===== src/rtl/pg_access_pkg.sv =====
package pg_access_pkg;

  localparam int FC_W     = 4;
  localparam int FB_WRITE = 0;
  localparam int FB_USER  = 1;
  localparam int FB_FETCH = 2;
  localparam int FB_KEY   = 3;

  localparam int KF_AD = 0;
  localparam int KF_WD = 1;

  typedef struct packed {
    logic            allow;
    logic [FC_W-1:0] fault;
    logic            illegal;
  } verdict_t;

  function automatic logic fetch_reported(input logic nx_on, input logic smep_on);
    return nx_on | smep_on;
  endfunction

  function automatic logic wd_applies(input logic is_write, input logic is_user,
                                      input logic wp_on);
    return is_write & (is_user | wp_on);
  endfunction

  function automatic logic smap_override(input logic ac, input logic implicit_acc);
    return ac & ~implicit_acc;
  endfunction

  function automatic logic combo_illegal(input logic implicit_acc, input logic fetch,
                                         input logic user);
    return implicit_acc & (fetch | user);
  endfunction

endpackage


===== src/rtl/pg_key_eval.sv =====
module pg_key_eval
  import pg_access_pkg::*;
#(
  parameter  int KEY_W  = 4,
  localparam int NKEYS  = 1 << KEY_W,
  localparam int KREG_W = 2 * NKEYS
) (
  input  logic              page_user,
  input  logic              acc_fetch,
  input  logic              acc_user,
  input  logic              acc_write,
  input  logic              en_ukey,
  input  logic              en_skey,
  input  logic              en_wp,
  input  logic [KEY_W-1:0]  leaf_key,
  input  logic [KREG_W-1:0] ukey_rights,
  input  logic [KREG_W-1:0] skey_rights,
  output logic              key_deny
);

  logic [1:0] ufld [NKEYS];
  logic [1:0] sfld [NKEYS];

  for (genvar g = 0; g < NKEYS; g++) begin : g_fld
    assign ufld[g] = ukey_rights[2*g +: 2];
    assign sfld[g] = skey_rights[2*g +: 2];
  end

  logic       key_on;
  logic [1:0] sel;
  logic       ad_hit;
  logic       wd_hit;

  assign key_on   = ~acc_fetch & (page_user ? en_ukey : en_skey);
  assign sel      = page_user ? ufld[leaf_key] : sfld[leaf_key];
  assign ad_hit   = key_on & sel[KF_AD];
  assign wd_hit   = key_on & sel[KF_WD] & wd_applies(acc_write, acc_user, en_wp);
  assign key_deny = ad_hit | wd_hit;

endmodule


===== src/rtl/pg_priv_eval.sv =====
module pg_priv_eval
  import pg_access_pkg::*;
(
  input  logic rights_user,
  input  logic rights_write,
  input  logic rights_nx,
  input  logic acc_fetch,
  input  logic acc_user,
  input  logic acc_write,
  input  logic acc_implicit,
  input  logic en_smep,
  input  logic en_smap,
  input  logic en_wp,
  input  logic ac_flag,
  output logic priv_deny
);

  logic nx_deny;
  logic um_deny;
  logic smep_deny;
  logic smap_deny;
  logic wp_deny;
  logic sup_on_user;

  assign nx_deny     = acc_fetch & rights_nx;
  assign um_deny     = acc_user & (~rights_user | (acc_write & ~rights_write));
  assign sup_on_user = ~acc_user & rights_user;
  assign smep_deny   = sup_on_user & acc_fetch & en_smep;
  assign smap_deny   = sup_on_user & ~acc_fetch & en_smap &
                       ~smap_override(ac_flag, acc_implicit);
  assign wp_deny     = ~acc_user & acc_write & ~rights_write & en_wp;

  assign priv_deny = nx_deny | um_deny | smep_deny | smap_deny | wp_deny;

endmodule


===== src/rtl/pg_fault_fmt.sv =====
module pg_fault_fmt
  import pg_access_pkg::*;
(
  input  logic            acc_fetch,
  input  logic            acc_user,
  input  logic            acc_write,
  input  logic            en_nx,
  input  logic            en_smep,
  input  logic            key_deny,
  output logic [FC_W-1:0] fault_code
);

  always_comb begin
    fault_code           = '0;
    fault_code[FB_WRITE] = acc_write;
    fault_code[FB_USER]  = acc_user;
    fault_code[FB_FETCH] = acc_fetch & fetch_reported(en_nx, en_smep);
    fault_code[FB_KEY]   = key_deny;
  end

endmodule


===== src/rtl/pg_access_check.sv =====
module pg_access_check
  import pg_access_pkg::*;
#(
  parameter  int KEY_W  = 4,
  localparam int KREG_W = 2 * (1 << KEY_W)
) (
  input  logic              clk,
  input  logic              rst_n,
  input  logic              req_valid,
  input  logic              rights_user,
  input  logic              rights_write,
  input  logic              rights_nx,
  input  logic              acc_fetch,
  input  logic              acc_user,
  input  logic              acc_write,
  input  logic              acc_implicit,
  input  logic              en_nx,
  input  logic              en_smep,
  input  logic              en_smap,
  input  logic              en_wp,
  input  logic              en_ukey,
  input  logic              en_skey,
  input  logic              ac_flag,
  input  logic [KEY_W-1:0]  leaf_key,
  input  logic [KREG_W-1:0] ukey_rights,
  input  logic [KREG_W-1:0] skey_rights,
  output logic              res_valid,
  output logic              allow,
  output logic [FC_W-1:0]   fault_code,
  output logic              illegal_combo
);

  logic            key_deny;
  logic            priv_deny;
  logic [FC_W-1:0] fault_c;
  verdict_t        next_v;
  verdict_t        cur_v;

  pg_key_eval #(.KEY_W(KEY_W)) u_key (
    .page_user   (rights_user),
    .acc_fetch   (acc_fetch),
    .acc_user    (acc_user),
    .acc_write   (acc_write),
    .en_ukey     (en_ukey),
    .en_skey     (en_skey),
    .en_wp       (en_wp),
    .leaf_key    (leaf_key),
    .ukey_rights (ukey_rights),
    .skey_rights (skey_rights),
    .key_deny    (key_deny)
  );

  pg_priv_eval u_priv (
    .rights_user  (rights_user),
    .rights_write (rights_write),
    .rights_nx    (rights_nx),
    .acc_fetch    (acc_fetch),
    .acc_user     (acc_user),
    .acc_write    (acc_write),
    .acc_implicit (acc_implicit),
    .en_smep      (en_smep),
    .en_smap      (en_smap),
    .en_wp        (en_wp),
    .ac_flag      (ac_flag),
    .priv_deny    (priv_deny)
  );

  pg_fault_fmt u_fmt (
    .acc_fetch  (acc_fetch),
    .acc_user   (acc_user),
    .acc_write  (acc_write),
    .en_nx      (en_nx),
    .en_smep    (en_smep),
    .key_deny   (key_deny),
    .fault_code (fault_c)
  );

  always_comb begin
    next_v.allow   = ~key_deny & ~priv_deny;
    next_v.fault   = fault_c;
    next_v.illegal = combo_illegal(acc_implicit, acc_fetch, acc_user);
  end

  always_ff @(posedge clk or negedge rst_n) begin
    if (!rst_n) begin
      res_valid <= 1'b0;
      cur_v     <= '0;
    end else begin
      res_valid <= req_valid;
      if (req_valid) cur_v <= next_v;
    end
  end

  assign allow         = cur_v.allow;
  assign fault_code    = cur_v.fault;
  assign illegal_combo = cur_v.illegal;

  a_r1_valid_follows: assert property (@(posedge clk) disable iff (!rst_n)
    req_valid |=> res_valid);
  a_r1_idle: assert property (@(posedge clk) disable iff (!rst_n)
    !req_valid |=> !res_valid);
  a_r1_hold: assert property (@(posedge clk) disable iff (!rst_n)
    !req_valid |=> $stable(allow) && $stable(fault_code));
  a_r2_fetch_hidden: assert property (@(posedge clk) disable iff (!rst_n)
    req_valid && !en_nx && !en_smep |=> !fault_code[FB_FETCH]);
  a_r2_user_bit: assert property (@(posedge clk) disable iff (!rst_n)
    req_valid |=> fault_code[FB_USER] == $past(acc_user));
  a_r3_nx_fetch: assert property (@(posedge clk) disable iff (!rst_n)
    req_valid && acc_fetch && rights_nx |=> !allow);
  a_r4_sup_page: assert property (@(posedge clk) disable iff (!rst_n)
    req_valid && acc_user && !rights_user |=> !allow);
  a_r8_no_key_fetch: assert property (@(posedge clk) disable iff (!rst_n)
    req_valid && acc_fetch |=> !fault_code[FB_KEY]);
  a_r9_key_denies: assert property (@(posedge clk) disable iff (!rst_n)
    res_valid && fault_code[FB_KEY] |-> !allow);
  a_r11_illegal: assert property (@(posedge clk) disable iff (!rst_n)
    req_valid && acc_implicit && (acc_fetch || acc_user) |=> illegal_combo);

endmodule


===== config.mk =====
export PLATFORM = sky130hd
export DESIGN_NAME = pg_access_check
export DESIGN_NICKNAME = d
export VERILOG_FILES = /design/src/rtl/pg_access_pkg.sv /design/src/rtl/pg_key_eval.sv /design/src/rtl/pg_priv_eval.sv /design/src/rtl/pg_fault_fmt.sv /design/src/rtl/pg_access_check.sv
export SDC_FILE = /design/constraint.sdc
export NUM_CORES = 1
export LEC_CHECK = 0
export BUFFER_PORTS_ARGS = -buffer_cell sky130_fd_sc_hd__buf_2
export CORE_AREA = 2 2 53 55
export CTS_CLUSTER_DIAMETER = 60
export DETAILED_ROUTE_END_ITERATION = 8
export DIE_AREA = 0 0 55 57
export PLACE_DENSITY_LB_ADDON = 0.15
export SLEW_MARGIN = 5
export SYNTH_ARGS = -nofsm -noshare
export SYNTH_HDL_FRONTEND = slang
export SYNTH_HIERARCHICAL = 1
export SYNTH_SLANG_ARGS = --single-unit

===== constraint.sdc =====
create_clock -name clk -period 1.95 [get_ports clk]
set_input_delay 0.39 -clock clk [delete_from_list [all_inputs] [get_ports clk]]
set_output_delay 0.39 -clock clk [all_outputs]
set_load 0.1 [all_outputs]

==> flow_summary.json <==
{
  "yosys_warnings": 6,
  "report.final.hold_viol_count": 0,
  "timing.fmax_ghz": 0.5465,
  "p_comb_share_pct": 56.7,
  "port_buffers": 91,
  "endpoint_kind": "register",
  "finalPower_uw": 673.0,
  "swShare_pct": 37.95,
  "rsz0062_at_grt": "false",
  "finalCriticalPeriod_ns": 1.830,
  "drv_cap": 0,
  "clk_latency_ns": 0.24,
  "fillers": 258,
  "syn2layout_area_growth_pct": 56.77,
  "placed_cell_area_um2": 1426,
  "gr-total-overflow": 0,
  "die_area_um2": 3135,
  "die_h_um": 57,
  "power_density_nw_per_um2": 450.9,
  "r2r_cells": 1,
  "hp-class": "input pin to register",
  "syn_area_um2": 952.2,
  "clkTransAtPathRegs_ns": 0.05,
  "grt_start_max_net_pins": 13,
  "dr.pass1.iters": 4,
  "cp.depth": 9,
  "cts_num_sinks": 7,
  "track_usage_pct": 16.39,
  "grt_pass1_vias": 976,
  "ys_seq_area_share_pct": 18.40,
  "setup_ws_ns": 0.1203,
  "p_int_uw": 417.6,
  "dp.cells": 187,
  "place.gp.congestion": 0.6740,
  "drtIter0Drc": 9,
  "drive_gt1_share_pct": 75.46,
  "grt_pass1_wl_um": 3843,
  "numCtsBuffers": 3,
  "finalSetupViolCount": 0,
  "rows": 19,
  "peakVddDrop_mv": 0.3116,
  "antennaDiodeCount": 0,
  "clock-root-buffer": "clkbuf_4",
  "dpl_worst_slack_ns": -0.1958,
  "vias_per_cell": 5.201,
  "status": "finished clean",
  "drc": 0,
  "p_sw_uw": 255.4,
  "leakagePower_nw": 0.7618,
  "power_frac_seq_pct": 25.0,
  "min_path_cells": 1,
  "crit_chain": "buf_4 -> buf_12 -> buf_12 -> mux4_2 -> nor3_1 -> o22ai_1 -> nand4_1 -> o21ai_1 -> mux2_4",
  "start_util_pct": 36.41,
  "ys_types": 29,
  "synth_nets": 154,
  "ios": 92,
  "synth_area_per_cell_um2": 13.80,
  "layout_commonest_cell": "buf_2",
  "cp_num_buf_inv": 3,
  "r2r-start": "fault_code[1]",
  "drv_slew": 0,
  "avgRoutedWirePerCell_um": 12.52,
  "dieWidth_um": 55,
  "cp_slowest_cell": "mux4_2",
  "path_max_fanout": 6,
  "h-tree-depth": 1,
  "layout.nets": 249,
  "worst_slew_pin_slew_ns": 0.4869,
  "path_delay_family": "multiplexers",
  "syn_inst": 69,
  "ys_ff_latch": 7,
  "cp-start-kind": "input pin",
  "ant_nets": 0,
  "wl_um": 2429,
  "fp.coreArea_um2": 2615,
  "crit_required_ns": 2.07,
  "clockBufferDepth": 2,
  "dr_total_vias": 1009,
  "max_stage_delay_ns": 0.49,
  "path_class": "input pin to register",
  "hpwl_um": 2176,
  "r2r_slack_ns": 1.19,
  "period_share_pct": 93.83,
  "final_cells": 194,
  "final_cell_mix": "buf_2 (90), mux4_2 (13), dfrtp_1 (7), mux2i_1 (6), mux2_4 (5)",
  "crit_arrival_ns": 1.95,
  "antenna_found_initial": 0,
  "p_clk_share_pct": 18.3,
  "hp-start": "req_valid",
  "stdcell_area_um2": 1493,
  "fin_skew_ns": 0,
  "slew_headroom_pct": 67.77,
  "cpMostUsedCell": "buf_12",
  "cts_tree": "done",
  "crit_path_start": "leaf_key[1]"
}
==> flip-flops by register name, indices dropped and copies added (netlist names) <==
name           cells
res_valid          1
illegal_combo      1
fault_code         4
allow              1
==> power groups by stage <==
stage / registers (mW) / logic [mW] / clock network (mW)
5_1_grt: 0.170 / 0.408 / 0.141
2_1_floorplan: 0.278 / 0.150 / 0
4_1_cts: 0.168 / 0.378 / 0.133
6_report: 0.168 / 0.382 / 0.123
3_3_place_gp: 0.170 / 0.373 / 0
3_5_place_dp: 0.170 / 0.376 / 0
==> final timing paths <==
check | to
min in group asynchronous | fault_code[2]
max in group asynchronous | illegal_combo
worst max-delay path | fault_code[3]
worst min register to register | fault_code[2]
worst min-delay path | res_valid
worst max register to register | fault_code[1]
==> cell usage after synthesis <==
cell type	number	share of area, %
o21ai_1	2	1.1
nor2b_1	1	0.66
a2111oi_2	1	1.6
o211ai_1	3	2.4
nand2b_4	1	1.4
dfrtp_1	7	18
buf_6	3	3.5
mux2_4	5	7.9
nor2_1	3	1.2
nand4b_1	1	0.92
buf_2	1	0.53
nor3_1	1	0.53
nor3b_1	1	0.79
nand4_1	1	0.66
nor4bb_1	1	1.1
clkbuf_4	1	0.79
mux2i_1	6	6.3
o22ai_1	1	0.66
mux4_2	10	24
mux4_1	6	17
o21ai_0	1	0.53
o21a_1	1	0.79
o2111ai_1	1	0.92
buf_4	3	2.4
a31oi_1	1	0.66
nand2_1	1	0.39
o21ai_4	1	1.7
a31o_2	1	0.92
inv_1	3	1.2
==> metal layers <==
metal	global-route usage, %	wire [µm]	vias up
li1	-	-	482
met1	19.59	893	463
met2	28.74	1256	62
met3	1.832	262	2
met4	6.969	16	0
met5	0	0	-
==> area by class of cell <==
| type | instances | area (µm²) | area share, % |
|---|---|---|---|
| inverters | 3 | 11.26 | 0.7544 |
| repair buffers | 98 | 550.5 | 36.88 |
| clock buffers | 4 | 26.28 | 1.760 |
| multi-input cells | 51 | 690.7 | 46.27 |
| well taps | 31 | 38.79 | 2.598 |
| flip-flops and latches | 7 | 175.2 | 11.74 |
==> through the flow <==
| step | hold slack, ns | setup TNS, ns | utilization (%) |
|---|---|---|---|
| 2_1_floorplan | 0.09441 | -0.07185 | - |
| 3_3_place_gp | 0.2286 | -0.2273 | 54.55 |
| 3_5_place_dp | 0.2316 | -0.3194 | 54.55 |
| 4_1_cts | 0.3824 | 0 | 55.93 |
| 5_1_grt | 0.3825 | 0 | 57.08 |
| 6_report | 0.3918 | 0 | 57.08 |
==> repair_timing <==
action / in CTS / in global routing
resized for setup: 0 / 2
hold endpoints to repair: 7 / 0
setup buffers: 0 / 2
hold buffers: 1 / 0
endpoints found under the setup margin: 0 / 2
==> kinds of logic after synthesis <==
| logic type | count (synthesis) | share of synthesized area, % |
|---|---|---|
| AOI/OAI and AO/OA | 13 | 11.17 |
| buffers and inverters | 11 | 8.409 |
| DFF | 7 | 18.40 |
| muxes | 27 | 54.40 |
| and+or+nand+nor | 11 | 7.622 |
Power figures use the tool's default switching activity.
